<file path="src/rtl/chstat_pkg.sv">
package chstat_pkg;

  typedef enum logic [1:0] {
    CAP_IDLE    = 2'd0,
    CAP_WAIT    = 2'd1,
    CAP_COLLECT = 2'd2
  } capState_t;

  // One-hot action strobes from control to datapath
  typedef struct packed {
    logic startBlock;
    logic writeBit;
    logic commit;
  } capCtl_t;

endpackage

</file>
<file path="src/rtl/chstat_ctrl.sv">
module chstat_ctrl
  import chstat_pkg::*;
#(
  parameter int NUM_CH = 8,
  localparam int SEL_W = $clog2(NUM_CH)
) (
  input  logic             clk,
  input  logic             rst_n,
  input  logic             strobeValid,
  input  logic [SEL_W-1:0] strobeChan,
  input  logic             strobeBlockStart,
  input  logic             modeEn,
  input  logic [SEL_W-1:0] chanSel,
  input  logic             captureReq,
  input  logic             lastBit,
  output capCtl_t          ctl,
  output logic             captureDone
);

  capState_t        state;
  logic [SEL_W-1:0] selHeld;
  logic             hit, reqOk, busy, abortMode, selMoved;

  assign hit       = strobeValid && (strobeChan == selHeld);
  assign reqOk     = captureReq && modeEn;
  assign busy      = (state != CAP_IDLE);
  assign abortMode = busy && !modeEn;
  assign selMoved  = busy && (chanSel != selHeld);

  always_comb begin
    ctl = '0;
    if (!reqOk && !abortMode && !selMoved && busy && hit) begin
      if (strobeBlockStart) begin
        ctl.startBlock = 1'b1;
      end else if (state == CAP_COLLECT) begin
        if (lastBit) ctl.commit = 1'b1;
        else         ctl.writeBit = 1'b1;
      end
    end
  end

  always_ff @(posedge clk) begin
    if (!rst_n) begin
      state       <= CAP_IDLE;
      selHeld     <= '0;
      captureDone <= 1'b0;
    end else if (reqOk) begin
      state       <= CAP_WAIT;
      selHeld     <= chanSel;
      captureDone <= 1'b0;
    end else if (abortMode) begin
      state <= CAP_IDLE;
    end else if (selMoved) begin
      state   <= CAP_WAIT;
      selHeld <= chanSel;
    end else if (ctl.startBlock) begin
      state <= CAP_COLLECT;
    end else if (ctl.commit) begin
      state       <= CAP_IDLE;
      captureDone <= 1'b1;
    end
  end

  // an accepted request clears the completion flag on the next cycle
  assert_req_clears_done_R10: assert property (@(posedge clk) disable iff (!rst_n)
    reqOk |=> !captureDone);

  // a request with the mode low leaves an idle engine idle
  assert_mode_gate_R3: assert property (@(posedge clk) disable iff (!rst_n)
    (!busy && captureReq && !modeEn) |=> (state == CAP_IDLE));

  // completion rises only after a commit of the last bit
  assert_done_after_commit_R6: assert property (@(posedge clk) disable iff (!rst_n)
    $rose(captureDone) |-> $past(ctl.commit));

  // a select change during a capture goes back to waiting
  assert_sel_abort_R8: assert property (@(posedge clk) disable iff (!rst_n)
    (selMoved && !reqOk && modeEn) |=> (state == CAP_WAIT));

  // control issues at most one datapath action per cycle
  assert_one_action_R7: assert property (@(posedge clk) disable iff (!rst_n)
    $onehot0(ctl));

endmodule

</file>
<file path="src/rtl/chstat_datapath.sv">
module chstat_datapath
  import chstat_pkg::*;
#(
  parameter int STATUS_BITS = 184,
  localparam int CNT_W = $clog2(STATUS_BITS + 1)
) (
  input  logic                   clk,
  input  logic                   rst_n,
  input  capCtl_t                ctl,
  input  logic                   bitIn,
  output logic                   lastBit,
  output logic [STATUS_BITS-1:0] statusWord
);

  logic [CNT_W-1:0]       bitCount;
  logic [STATUS_BITS-1:0] staging;
  logic [STATUS_BITS-1:0] commitVec;

  assign lastBit = (bitCount == CNT_W'(STATUS_BITS - 1));

  always_comb begin
    commitVec = staging;
    commitVec[STATUS_BITS-1] = bitIn;
  end

  always_ff @(posedge clk) begin
    if (!rst_n) begin
      bitCount   <= '0;
      staging    <= '0;
      statusWord <= '0;
    end else begin
      if (ctl.startBlock) begin
        staging[0] <= bitIn;
        bitCount   <= CNT_W'(1);
      end else if (ctl.writeBit) begin
        staging[bitCount] <= bitIn;
        bitCount          <= bitCount + CNT_W'(1);
      end else if (ctl.commit) begin
        statusWord <= commitVec;
        bitCount   <= '0;
      end
    end
  end

  // the write position never runs past the last result bit
  assert_count_bound_R6: assert property (@(posedge clk) disable iff (!rst_n)
    bitCount < CNT_W'(STATUS_BITS));

  // the result only moves on a commit
  assert_result_hold_R2: assert property (@(posedge clk) disable iff (!rst_n)
    !ctl.commit |=> $stable(statusWord));

  // realignment always restarts at bit position 1
  assert_realign_R5: assert property (@(posedge clk) disable iff (!rst_n)
    ctl.startBlock |=> (bitCount == CNT_W'(1)));

endmodule

</file>
<file path="src/rtl/chstat_capture.sv">
module chstat_capture
  import chstat_pkg::*;
#(
  parameter int NUM_CH      = 8,
  parameter int STATUS_BITS = 184,
  localparam int SEL_W = $clog2(NUM_CH)
) (
  input  logic                   clk,
  input  logic                   rst_n,
  input  logic                   strobeValid,
  input  logic [SEL_W-1:0]       strobeChan,
  input  logic                   strobeBit,
  input  logic                   strobeBlockStart,
  input  logic                   modeEn,
  input  logic [SEL_W-1:0]       chanSel,
  input  logic                   captureReq,
  output logic                   captureDone,
  output logic [STATUS_BITS-1:0] statusWord
);

  capCtl_t ctl;
  logic    lastBit;

  chstat_ctrl #(.NUM_CH(NUM_CH)) ctrl_i (
    .clk              (clk),
    .rst_n            (rst_n),
    .strobeValid      (strobeValid),
    .strobeChan       (strobeChan),
    .strobeBlockStart (strobeBlockStart),
    .modeEn           (modeEn),
    .chanSel          (chanSel),
    .captureReq       (captureReq),
    .lastBit          (lastBit),
    .ctl              (ctl),
    .captureDone      (captureDone)
  );

  chstat_datapath #(.STATUS_BITS(STATUS_BITS)) dp_i (
    .clk        (clk),
    .rst_n      (rst_n),
    .ctl        (ctl),
    .bitIn      (strobeBit),
    .lastBit    (lastBit),
    .statusWord (statusWord)
  );

  // out of reset the flag is low and the result is clear
  assert_reset_state_R1: assert property (@(posedge clk)
    $rose(rst_n) |-> (!captureDone && (statusWord == '0)));

endmodule

</file>
<file path="config.mk">
export PLATFORM = sky130hd
export DESIGN_NAME = chstat_capture
export DESIGN_NICKNAME = d
export VERILOG_FILES = /design/src/rtl/chstat_pkg.sv /design/src/rtl/chstat_ctrl.sv /design/src/rtl/chstat_datapath.sv /design/src/rtl/chstat_capture.sv
export SDC_FILE = /design/constraint.sdc
export NUM_CORES = 1
export LEC_CHECK = 0
export ABC_AREA = 1
export BUFFER_PORTS_ARGS = -buffer_cell sky130_fd_sc_hd__buf_2
export CAP_MARGIN = 20
export CORE_MARGIN = 3
export CORE_UTILIZATION = 40
export DETAILED_ROUTE_END_ITERATION = 7
export MAX_ROUTING_LAYER = met4
export PLACE_DENSITY_LB_ADDON = 0.08
export SYNTH_ARGS = -nofsm -noshare
export SYNTH_HDL_FRONTEND = slang
export SYNTH_HIERARCHICAL = 1
export SYNTH_SLANG_ARGS = --single-unit
</file>
<file path="constraint.sdc">
create_clock -name clk -period 2.9 [get_ports clk]
set_input_delay 0.29 -clock clk [delete_from_list [all_inputs] [get_ports clk]]
set_output_delay 0.29 -clock clk [all_outputs]
set_load 0.02 [all_outputs]
</file>
==> flow_summary.json <==
{
  "track_usage_pct": 23.1,
  "ys_ff_latch": 381,
  "drv_cap": 0,
  "die_h_um": 199,
  "worst-r2r-setup-slack_ps": 130,
  "cp-end-kind": "register",
  "worstSetupPathType": "reg -> reg",
  "coreArea_um2": 36100,
  "clock_latency_ps": 560,
  "fin_cells": 2723,
  "grt_pass1_wl_um": 70800,
  "startpoint_type": "register",
  "nNetsFinal": 2250,
  "setup_violations": 0,
  "syn_nets": 2098,
  "synthMostInstantiatedCell": "nor2_1",
  "hold_depth": 3,
  "skew_ps": 26.1,
  "grt_max_degree": 155,
  "post-route-period-util_pct": 95.7,
  "overflow": 0,
  "die_area_um2": 39400,
  "finalHoldViolations": 0,
  "power.leakage_uw": 0.00844,
  "fin_tns_setup_ps": 0,
  "min_to": "ctrl_i/selHeld[0]",
  "port_buffers": 197,
  "hold_class": "in -> reg",
  "htree_levels": 2,
  "worst_slack_ps": 125,
  "routedWlPerCell_um": 17.8,
  "via_per_inst": 5.08,
  "worstMarginPinSlew_ps": 1080,
  "synth_top_area_share_pct": 51.4,
  "antenna_found_initial": 0,
  "vias": 13800,
  "cts.sinks": 381,
  "first_global_vias": 12600,
  "synthTopCellsByArea": "dfxtp_1, nor2_1, nand2_1, o21ai_0, a21oi_1",
  "cts_made_buffers": 42,
  "ios": 198,
  "worstReg2RegEnd": "dp_i/staging[70]",
  "synth_area_leader_cell": "dfxtp_1",
  "hold_path_startpoint": "chanSel[0]",
  "ant_nets": 0,
  "async_flop_share_pct": 0,
  "powerDensity_nw_per_um2": 599,
  "placementRows": 69,
  "syn_area_um2": 14800,
  "worstPathMaxFanout": 11,
  "wirelength_um": 48400,
  "vdd_ir_drop_max_v": 0.000403,
  "synth_seq_area_share_pct": 51.4,
  "timing.final.crit_period_ps": 2770,
  "ys_types": 26,
  "cp.arrival_ps": 3260,
  "place_inst": 2632,
  "syn-mean-instance-area_um2": 7.13,
  "initial_core_util_pct": 41.1,
  "cts_tree": "yes",
  "rsz0062_at_grt": "yes",
  "synth-edff-count": 0,
  "clk_path_buf_depth": 3,
  "place.gp.congestion": 0.902,
  "area_growth_pct": 20.6,
  "post-place-ws_ps": -77.0,
  "fmax_mhz": 360,
  "r2r_cells": 11,
  "drcViolationCount": 0,
  "drive_gt1_share_pct": 15.6,
  "dr.pass1.iters": 6,
  "ys.warnings.count": 6,
  "die_w_um": 199,
  "cp.required_ps": 3390,
  "slew_headroom_pct": 28.1,
  "power_uw": 10700,
  "maxSlewViolCount": 0,
  "dpl.hpwl_um": 27200,
  "synthCells": 2081,
  "first_iter_violations": 975,
  "n_antenna_cell": 0,
  "synth_ff_type": "dfxtp_1",
  "clk_pin_slew_ps": 60,
  "cts-root-buf": "clkbuf_16",
  "ys_top_cells_by_count": "nor2_1, dfxtp_1, nand2_1",
  "status": "finished clean",
  "crit-reg2reg-launch": "dp_i/bitCount[6]"
}
layout make-up:
class / count / area [um2]
tap: 461 / 577
timing repair inverter: 2 / 17.5
fill: 3635 / 18200
clock buffer: 65 / 1230
multi-input combinational: 1501 / 6470
timing repair buffer: 249 / 1630
clock inverter: 8 / 96.3
sequential: 381 / 7630
inverter: 56 / 234
cells by family after synthesis:
| family | synth area share [%] |
|---|---|
| XOR/XNOR | 0.0591 |
| buffers and inverters | 5.81 |
| adder cells (fa/ha/maj) | 0.337 |
| AND/OR/NAND/NOR | 30.7 |
| AO/OA/AOI/OAI | 11.7 |
| flip-flops | 51.4 |
worst max-delay path by stage:
stage | startpoint | endpoint | depth (start not counted)
2_1_floorplan | dp_i/bitCount[6] | dp_i/staging[141] | 15
3_3_place_gp | dp_i/bitCount[2] | dp_i/statusWord[48] | 14
3_5_place_dp | dp_i/bitCount[2] | dp_i/statusWord[48] | 14
4_1_cts | dp_i/bitCount[0] | dp_i/statusWord[73] | 13
5_1_grt | dp_i/bitCount[6] | dp_i/staging[58] | 12
6_report | dp_i/bitCount[6] | dp_i/staging[70] | 11
worst max-delay path, stage by stage (launching register included):
cell	delay, ps
dfxtp_1	420
inv_1	80
nand2_1	140
inv_1	90
nand2_1	120
nor2_1	80
nor3_1	240
nand2_1	170
buf_4	210
nor2_2	820
a21oi_1	190
nor2_1	140
power breakdown:
part	internal (uW)	total, uW	leakage [uW]	switching, uW
Combinational	70.6	255	0.00473	184
Sequential	5240	5240	0.00307	3.87
Clock	3080	5210	0.000647	2130
per-layer routing:
metal | GRT usage [%] | wire length (um) | vias up | part of all wire (%)
li1 | - | - | 6968 | -
met2 | 35.5 | 22100 | 335 | 46
met5 | - | 0 | - | 0
met4 | 5.34 | 849 | 0 | 1.8
met3 | 4.91 | 2630 | 59 | 5.4
met1 | 31.5 | 22900 | 6465 | 47
sequential cells by signal, indices dropped and copies added (netlist names):
name	cells
dp_i/statusWord	184
dp_i/staging	183
dp_i/bitCount	8
ctrl_i/selHeld	3
ctrl_i/state	2
ctrl_i/captureDone	1
layout by cell type (no fill, tap or decap), types with 2 or more instances in the layout:
cell type | synthesis | final
nor2_4 | 1 | 14
ha_1 | 4 | 3
inv_6 | 0 | 4
a21oi_1 | 153 | 153
bufinv_16 | 0 | 2
clkbuf_8 | 0 | 7
inv_2 | 8 | 6
inv_1 | 46 | 45
nand3_2 | 1 | 2
nand4_1 | 2 | 2
nand2_2 | 3 | 4
nand3_1 | 145 | 144
clkinvlp_4 | 0 | 2
clkbuf_16 | 0 | 47
o21ai_0 | 189 | 189
clkbuf_1 | 70 | 15
clkinv_2 | 0 | 6
nor2_1 | 663 | 654
buf_12 | 0 | 10
nor2_2 | 9 | 9
buf_4 | 4 | 34
buf_16 | 0 | 2
nand2_1 | 320 | 319
buf_2 | 68 | 196
dfxtp_1 | 381 | 380
buf_8 | 0 | 2
per-stage QoR:
stage	hold slack, ps	instance area [um2]	utilization (%)
finish	26.5	17900	49.6
global route	16.2	17900	49.6
CTS	0.268	17600	48.8
detailed placement	450	16300	45.0
global placement	448	16300	45.0
floorplan	425	14800	-
timing repair:
item / 4_1_cts / 5_1_grt
endpoints found under the setup margin: 103 / 198
buffers inserted: 0 / 7
pin swaps: 0 / 9
hold buffers: 1 / 0
endpoints found under the hold margin: 1 / 0
gates resized for setup: 2 / 19
gates cloned: 0 / 10
Power figures use the tool's default switching activity.
